===== src/rtl/fivefn_alu_pkg.sv =====
package fivefn_alu_pkg;

   typedef enum logic [2:0] {
      OPC_AND = 3'b000,
      OPC_OR  = 3'b001,
      OPC_ADD = 3'b010,
      OPC_SUB = 3'b110,
      OPC_SLT = 3'b111
   } alu_opc_e;

   // adder arrangement selector
   localparam int ARITH_SHARED   = 0;
   localparam int ARITH_SEPARATE = 1;

endpackage


===== src/rtl/fivefn_alu_logic.sv =====
module fivefn_alu_logic #(
   parameter int WIDTH = 32
) (
   input  logic [WIDTH-1:0] in_a,
   input  logic [WIDTH-1:0] in_b,
   output logic [WIDTH-1:0] and_out,
   output logic [WIDTH-1:0] or_out
);
   for (genvar i = 0; i < WIDTH; i++) begin : g_bit
      assign and_out[i] = in_a[i] & in_b[i];
      assign or_out[i]  = in_a[i] | in_b[i];
   end
endmodule


===== src/rtl/fivefn_alu_arith.sv =====
module fivefn_alu_arith
   import fivefn_alu_pkg::*;
#(
   parameter int WIDTH = 32,
   parameter int ARITH = ARITH_SHARED
) (
   input  logic [WIDTH-1:0] in_a,
   input  logic [WIDTH-1:0] in_b,
   input  logic             sub_sel,
   output logic [WIDTH-1:0] sum_out,
   output logic [WIDTH-1:0] diff_out,
   output logic             lt_out
);
   localparam int MSB = WIDTH - 1;

   logic [WIDTH-1:0] diff_w;
   logic             ovf_w;

   if (ARITH == ARITH_SHARED) begin : g_shared
      // one adder; the subtract control comes from the top select bit
      logic [WIDTH-1:0] b_eff;
      logic [WIDTH-1:0] adder_w;
      assign b_eff    = in_b ^ {WIDTH{sub_sel}};
      assign adder_w  = in_a + b_eff + {{(WIDTH-1){1'b0}}, sub_sel};
      assign sum_out  = adder_w;
      assign diff_w   = adder_w;
   end else begin : g_separate
      logic unused_sub_sel;
      assign unused_sub_sel = sub_sel;
      assign sum_out = in_a + in_b;
      assign diff_w  = in_a - in_b;
   end

   assign diff_out = diff_w;
   // signed overflow of a-b is used only internally for the comparison
   assign ovf_w  = (in_a[MSB] ^ in_b[MSB]) & (in_a[MSB] ^ diff_w[MSB]);
   assign lt_out = diff_w[MSB] ^ ovf_w;
endmodule


===== src/rtl/fivefn_alu_select.sv =====
module fivefn_alu_select
   import fivefn_alu_pkg::*;
#(
   parameter int WIDTH = 32
) (
   input  logic [2:0]       opc,
   input  logic [WIDTH-1:0] and_in,
   input  logic [WIDTH-1:0] or_in,
   input  logic [WIDTH-1:0] sum_in,
   input  logic [WIDTH-1:0] diff_in,
   input  logic             lt_in,
   output logic [WIDTH-1:0] res_out,
   output logic             zero_out
);
   always_comb begin
      unique case (opc)
         OPC_AND: res_out = and_in;
         OPC_OR:  res_out = or_in;
         OPC_ADD: res_out = sum_in;
         OPC_SUB: res_out = diff_in;
         OPC_SLT: res_out = {{(WIDTH-1){1'b0}}, lt_in};
         default: res_out = '0;
      endcase
   end

   assign zero_out = ~|res_out;
endmodule


===== src/rtl/fivefn_alu.sv =====
module fivefn_alu
   import fivefn_alu_pkg::*;
#(
   parameter int WIDTH = 32,
   parameter int ARITH = ARITH_SHARED
) (
   input  logic [WIDTH-1:0] opnd_a,
   input  logic [WIDTH-1:0] opnd_b,
   input  logic [2:0]       op_sel,
   output logic [WIDTH-1:0] result,
   output logic             zero
);
   if (WIDTH < 2) begin : g_bad_width
      $error("fivefn_alu: WIDTH must be at least 2");
   end
   if (ARITH != ARITH_SHARED && ARITH != ARITH_SEPARATE) begin : g_bad_arith
      $error("fivefn_alu: unknown ARITH selection");
   end

   logic [WIDTH-1:0] and_w, or_w, sum_w, diff_w;
   logic             lt_w;

   fivefn_alu_logic #(.WIDTH(WIDTH)) u_logic (
      .in_a    (opnd_a),
      .in_b    (opnd_b),
      .and_out (and_w),
      .or_out  (or_w)
   );

   fivefn_alu_arith #(.WIDTH(WIDTH), .ARITH(ARITH)) u_arith (
      .in_a     (opnd_a),
      .in_b     (opnd_b),
      .sub_sel  (op_sel[2]),
      .sum_out  (sum_w),
      .diff_out (diff_w),
      .lt_out   (lt_w)
   );

   fivefn_alu_select #(.WIDTH(WIDTH)) u_sel (
      .opc      (op_sel),
      .and_in   (and_w),
      .or_in    (or_w),
      .sum_in   (sum_w),
      .diff_in  (diff_w),
      .lt_in    (lt_w),
      .res_out  (result),
      .zero_out (zero)
   );
endmodule


===== config.mk =====
export PLATFORM = sky130hd
export DESIGN_NAME = fivefn_alu
export DESIGN_NICKNAME = d
export VERILOG_FILES = /design/src/rtl/fivefn_alu_pkg.sv /design/src/rtl/fivefn_alu_logic.sv /design/src/rtl/fivefn_alu_arith.sv /design/src/rtl/fivefn_alu_select.sv /design/src/rtl/fivefn_alu.sv
export SDC_FILE = /design/constraint.sdc
export NUM_CORES = 1
export LEC_CHECK = 0
export BUFFER_PORTS_ARGS = -buffer_cell sky130_fd_sc_hd__buf_4
export CORE_MARGIN = 2
export CORE_UTILIZATION = 62
export DETAILED_ROUTE_END_ITERATION = 7
export GPL_TIMING_DRIVEN = 0
export PLACE_DENSITY = 0.95
export REMOVE_ABC_BUFFERS = 1
export SYNTH_ARGS = -nofsm -noshare
export SYNTH_HDL_FRONTEND = slang
export SYNTH_HIERARCHICAL = 1
export SYNTH_SLANG_ARGS = --single-unit

===== constraint.sdc =====
create_clock -name vclk -period 11.7
set_input_delay 1.17 -clock vclk [all_inputs]
set_output_delay 1.17 -clock vclk [all_outputs]
set_load 0.1 [all_outputs]

; Yosys cells after proc, flatten, opt, wreduce, memory -nomap -nowiden
; Index checks and enable logic that the tools add are counted.
[classes]
reduce_logical = 4
add_sub_neg = 2
n_mux = 1
bitwise = 69
n_eq_ne = 4
[ops]
columns = cell, n
row1 = case mux 32 bit (4 select lines), 1
row2 = bitwise AND 1 bit, 33
row3 = adder 32 x 1 -> 32 bit, 1
row4 = adder 32 bit, 1
row5 = OR 1 bit, 32
row6 = OR reduction 32 bit, 1
row7 = bitwise XOR 32 bit, 1
row8 = "equality test 3 bit, second input constant", 2
row9 = "equality test 3 x 1 -> 1 bit, second input constant", 1
row10 = "equality test 3 x 2 -> 1 bit, second input constant", 1
row11 = logical NOT 3 bit, 1
row12 = bitwise XOR 1 bit, 3
row13 = OR reduction 2 bit, 1
row14 = logical NOT 1 bit, 1
[totals]
out_inout_bits = 33
word_cells = 80
reg_bits = 0
inputBits = 67

; Depth between registers and ports, before layout
[depth]
ltp_word = 9
mapped_depth = 19
ltp_nobuf = 16

; Cells and area by module
; Netlist, hierarchy kept.
[by_module_without_submodules]
columns = mod, cells_each, area_each_um2, seq_area_each_um2, n_inst
row1 = fivefn_alu_arith, 322, 2331.0, 0.0, 1
row2 = fivefn_alu_select, 188, 1219.9, 0.0, 1
row3 = fivefn_alu_logic, 64, 440.4, 0.0, 1

; Least setup slack after synthesis
; Ideal clock, no wire load.
[synth_path]
kind = in2out
from = input op_sel[2]
to = output zero
arrival_time_ns = 6.705
t_required_ns = 10.530
n_path_buf = 3
stages = 16
setup_slack_ns = 3.825
path_cell_list = buf_6 clkbuf_1 xor2_1 inv_1 fa_1 nor2b_1 o31a_1 o21ai_2 o31ai_2 a21oi_1 xnor2_1 buf_4 a31oi_1 o21ai_0 nor4_1 and4b_1
[synth_between]
word_cells_on_any_way = 15
classes_between = add/sub: 2 / eq/ne: 4 / mux: 1 / bitwise: 4 / reduce/logical: 4
[synth_lines]
columns = item, line
row1 = start: declaration, fivefn_alu.sv:9  ; input logic [2:0] op_sel,
row2 = bitwise XOR 32 bit, fivefn_alu_arith.sv:23  ; assign b_eff = in_b ^ {WIDTH{sub_sel}};
row3 = adder 32 bit, fivefn_alu_arith.sv:24  ; assign adder_w = in_a + b_eff + {{(WIDTH-1){1'b0}}, sub_sel};
row4 = adder 32 x 1 -> 32 bit (*), fivefn_alu_arith.sv:24
row5 = via diff_w[20], fivefn_alu.sv:20  ; logic [WIDTH-1:0] and_w, or_w, sum_w, diff_w;
row6 = case mux 32 bit (4 select lines) (*), fivefn_alu_select.sv:16  ; unique case (opc)
row7 = via result[20], fivefn_alu.sv:10  ; output logic [WIDTH-1:0] result,
row8 = OR reduction 32 bit (*), fivefn_alu_select.sv:26  ; assign zero_out = ~|res_out;
row9 = logical NOT 1 bit (*), fivefn_alu_select.sv:26
row10 = end: declaration, fivefn_alu.sv:11  ; output logic zero
; The timed path passes the listed nets; every way through them passes the cells marked *.

; Final worst setup path
[layout_path]
from = input op_sel[2]
to = output zero
[layout_between]
word_cells_on_any_way = 15
classes_between = add/sub: 2 / eq/ne: 4 / mux: 1 / bitwise: 4 / reduce/logical: 4
[layout_lines]
columns = item, line
row1 = bitwise XOR 32 bit, fivefn_alu_arith.sv:23
row2 = adder 32 bit, fivefn_alu_arith.sv:24
row3 = adder 32 x 1 -> 32 bit (*), fivefn_alu_arith.sv:24
row4 = via diff_w[26], fivefn_alu.sv:20
row5 = case mux 32 bit (4 select lines) (*), fivefn_alu_select.sv:16
row6 = OR reduction 32 bit (*), fivefn_alu_select.sv:26
row7 = logical NOT 1 bit (*), fivefn_alu_select.sv:26
; Marks and branches as above.

==> insert_results.sql <==
INSERT INTO impl_metrics (metric_group, metric, value, unit) VALUES
('sta', 'whs', '2.95', 'ns'),
('layout', 'drive_gt1_frac', '0.267', ''),
('critical_path', 'critical_path.max_fanout', '66', ''),
('clock_network', 'ctsResizeCount', '0', ''),
('global_route', 'grt_pass1_wl', '19.9', 'mm'),
('pwr', 'p_per_area', '96.5', 'nW/um^2'),
('die', 'boundaryPins', '100', ''),
('place', 'gp_congestion', '0.986', ''),
('global_route', 'antenna_found_initial', '0', ''),
('synthesis', 'post-synth-top-area-fraction', '0.0966', ''),
('flow_run', 'max_cap_viol_count', '0', ''),
('layout', 'regArea', '0', 'sq um'),
('die', 'die-area', '7100', 'sq um'),
('sta', 'timing.final.max_slew_violations', '0', ''),
('hold_path', 'hold_path.class', 'input port to output port', ''),
('global_route', 'grt_overflow', '0', ''),
('synthesis', 'synthesis.yosys.warnings', '6', ''),
('sta', 'report.final.setup_viol', '0', ''),
('die', 'fp.dieW', '84.2', 'um'),
('global_route', 'track_usage', '0.335', ''),
('routing', 'routed_wire_per_std_cell', '17.6', 'um'),
('die', 'floorplan.initialDensity', '0.636', ''),
('place', 'placedInstanceArea', '4440', 'sq um'),
('synthesis', 'yosys.area.top_type', 'sky130_fd_sc_hd__xor2_1', ''),
('outcome', 'status', 'finished, final reports clean', ''),
('layout', 'multiInputGateArea', '3530', 'sq um'),
('routing', 'route.detailed.vias_per_inst', '6.33', ''),
('clock_network', 'ctsHoldBuffers', '0', ''),
('critical_path', 'worstPathCellList', 'buf_4 -> xor2_1 -> ha_1 -> nor2b_1 -> o31a_1 -> o21ai_2 -> a21oi_1 -> a21oi_1 -> o21bai_1 -> xnor2_1 -> a22oi_1 -> nand4_1 -> or4_1 -> nor4_1 -> and4b_1 -> buf_4', ''),
('place', 'hpwl', '9.80', 'mm'),
('routing', 'routed_wirelength', '12.1', 'mm'),
('sta', 'slew_at_the_pin_closest_to_its_max_slew_limit', '1.15', 'ns'),
('synthesis', 'yosys-top-cells-area', 'sky130_fd_sc_hd__xor2_1 9.7%, sky130_fd_sc_hd__ha_1 9.4%, sky130_fd_sc_hd__mux2i_1 6.3%, sky130_fd_sc_hd__a21oi_1 6.0%, sky130_fd_sc_hd__and2_2 6.0%', ''),
('synthesis', 'synthesis.instances', '574', ''),
('routing', 'drtPass1Iterations', '5', ''),
('critical_path', 'crit_family', 'compound AO/OA/AOI/OAI gates', ''),
('layout', 'diodes', '0', ''),
('layout', 'final_instance_area', '4440', 'sq um'),
('layout', 'commonest_non_fill_non_tap_cells_in_the_layout', '100 x sky130_fd_sc_hd__buf_4, 48 x sky130_fd_sc_hd__a21oi_1, 44 x sky130_fd_sc_hd__xor2_1', ''),
('critical_path', 'timing.critical_path.buf_inv', '2', ''),
('die', 'floorplan.die.height', '84.2', 'um'),
('critical_path', 'timing.critical_path.from_type', 'input port', ''),
('global_route', 'maximum_number_of_pins_on_one_net_before_global_route_repair', '67', ''),
('sta', 'min_period_over_period', '0.615', ''),
('synthesis', 'post_synth.cell_area_avg', '6.95', 'sq um'),
('layout', 'area_growth', '11.2', '%'),
('pwr', 'pleak', '2.08', 'nW'),
('pwr', 'vdd_ir_drop_max', '0.0755', 'mV'),
('place', 'io_buffer_count', '100', ''),
('routing', 'detailedRoute.firstIterationViolations', '319', ''),
('routing', 'dr_total_vias', '4351', ''),
('pwr', 'totalPowerFinal', '0.428', 'mW'),
('global_route', 'grt_pass1_vias', '4153', ''),
('layout', 'final.fill_count', '555', ''),
('clock_network', 'postCtsSetupBuffers', '0', ''),
('layout', 'utilization', '0.707', ''),
('synthesis', 'ys_seq_area_frac', '0', ''),
('sta', 'timing.max_slew.rel_slack', '0.229', ''),
('layout', 'most_common_library_cell_in_the_layout_ignoring_fill_and_taps', 'sky130_fd_sc_hd__buf_4', ''),
('critical_path', 'required', '10.53', 'ns'),
('layout', 'num-nets-final', '710', ''),
('routing', 'post-route-drc-count', '0', ''),
('critical_path', 'timing.setup.critical_path_class', 'input port to output port', ''),
('routing', 'drt.antenna.violating_nets', '0', ''),
('critical_path', 'cpPeakStageDelay', '0.66', 'ns'),
('layout', 'seq_cells', '0', ''),
('layout', 'n_clock_buffer', '0', ''),
('sta', 'setup_total_negative_slack', '0', 'ns'),
('synthesis', 'distinct_cell_type_count_after_synthesis', '67', ''),
('critical_path', 'critPathArrivalTime', '6.02', 'ns'),
('critical_path', 'critical_path.slowest_cell', 'sky130_fd_sc_hd__buf_4', ''),
('sta', 'hold_viol', '0', ''),
('sta', 'max_clock_freq', '139', 'MHz'),
('synthesis', 'syn-cell-area', '3990', 'sq um'),
('sta', 'unrepaired_setup_endpoints_after_global_routing', 'no', ''),
('die', 'coreArea', '6280', 'sq um'),
('critical_path', 'end_kind', 'output port', ''),
('sta', 'post-route-min-period', '7.19', 'ns'),
('die', 'placementRows', '29', '');
layer usage:
layer,part of all wire,up-vias,GRT usage
met4,0.025,0,0.0806
met2,0.46,211,0.575
met3,0.084,28,0.0315
met5,0,-,0
li1,-,2093,-
met1,0.43,2019,0.452
metrics by stage:
| step | setup WS, ns | std cells |
|---|---|---|
| finish | 4.51 | 687 |
| global route | 4.27 | 687 |
| CTS | 4.67 | 687 |
| detailed placement | 4.68 | 687 |
| global placement | 4.72 | 687 |
| floorplan | 4.51 | 510 |
power breakdown:
group	switching, mW	internal (mW)	total (mW)
Sequential	0	0	0
Clock	0	0	0
Combinational	0.291	0.138	0.428
Total	0.291	0.138	0.428
worst min-delay path: stages:
cell,delay [ns]
sky130_fd_sc_hd__buf_4,0.09
sky130_fd_sc_hd__or2_1,0.11
sky130_fd_sc_hd__nand2_1,0.05
sky130_fd_sc_hd__o21ai_0,0.07
sky130_fd_sc_hd__buf_4,0.29
cell usage after synthesis, types with 3 or more instances:
| cell type | count |
|---|---|
| sky130_fd_sc_hd__a21o_1 | 23 |
| sky130_fd_sc_hd__a21oi_1 | 48 |
| sky130_fd_sc_hd__a221o_1 | 3 |
| sky130_fd_sc_hd__a22oi_1 | 10 |
| sky130_fd_sc_hd__a31oi_1 | 7 |
| sky130_fd_sc_hd__and2_2 | 32 |
| sky130_fd_sc_hd__buf_2 | 10 |
| sky130_fd_sc_hd__buf_4 | 32 |
| sky130_fd_sc_hd__buf_6 | 3 |
| sky130_fd_sc_hd__clkbuf_1 | 15 |
| sky130_fd_sc_hd__clkbuf_2 | 3 |
| sky130_fd_sc_hd__ha_1 | 30 |
| sky130_fd_sc_hd__inv_1 | 15 |
| sky130_fd_sc_hd__mux2_2 | 11 |
| sky130_fd_sc_hd__mux2i_1 | 25 |
| sky130_fd_sc_hd__nand2_1 | 40 |
| sky130_fd_sc_hd__nand2b_1 | 5 |
| sky130_fd_sc_hd__nand3_1 | 6 |
| sky130_fd_sc_hd__nand4_1 | 12 |
| sky130_fd_sc_hd__nor2_1 | 32 |
| sky130_fd_sc_hd__nor2b_1 | 3 |
| sky130_fd_sc_hd__nor3_1 | 7 |
| sky130_fd_sc_hd__nor3b_1 | 3 |
| sky130_fd_sc_hd__nor4_1 | 5 |
| sky130_fd_sc_hd__o21a_1 | 4 |
| sky130_fd_sc_hd__o21ai_0 | 36 |
| sky130_fd_sc_hd__o21bai_1 | 7 |
| sky130_fd_sc_hd__o22ai_1 | 4 |
| sky130_fd_sc_hd__o31ai_1 | 4 |
| sky130_fd_sc_hd__or2_1 | 32 |
| sky130_fd_sc_hd__or2_2 | 4 |
| sky130_fd_sc_hd__or4_1 | 3 |
| sky130_fd_sc_hd__xnor2_1 | 17 |
| sky130_fd_sc_hd__xor2_1 | 44 |
kinds of logic after synthesis:
| family | count (synthesis) | share of synthesized area |
|---|---|---|
| and+or+nand+nor | 193 | 0.270 |
| AOI/OAI and AO/OA | 170 | 0.278 |
| buffers and inverters | 80 | 0.115 |
| xor gates and xnor gates | 62 | 0.138 |
| muxes | 37 | 0.0972 |
| adders and majority gates | 32 | 0.102 |
worst paths after layout:
| check | start | cells past startpoint | endpoint |
|---|---|---|---|
| max | op_sel[2] | 16 | zero |
| min | opnd_a[14] | 5 | result[14] |
area by class of cell:
| type | count | area share |
|---|---|---|
| Multi-Input combinational cell | 494 | 0.796 |
| Timing Repair Buffer | 100 | 0.169 |
| Tap cell | 77 | 0.0217 |
| Inverter | 16 | 0.0135 |
No activity file was read; power rests on OpenSTA's default activity.
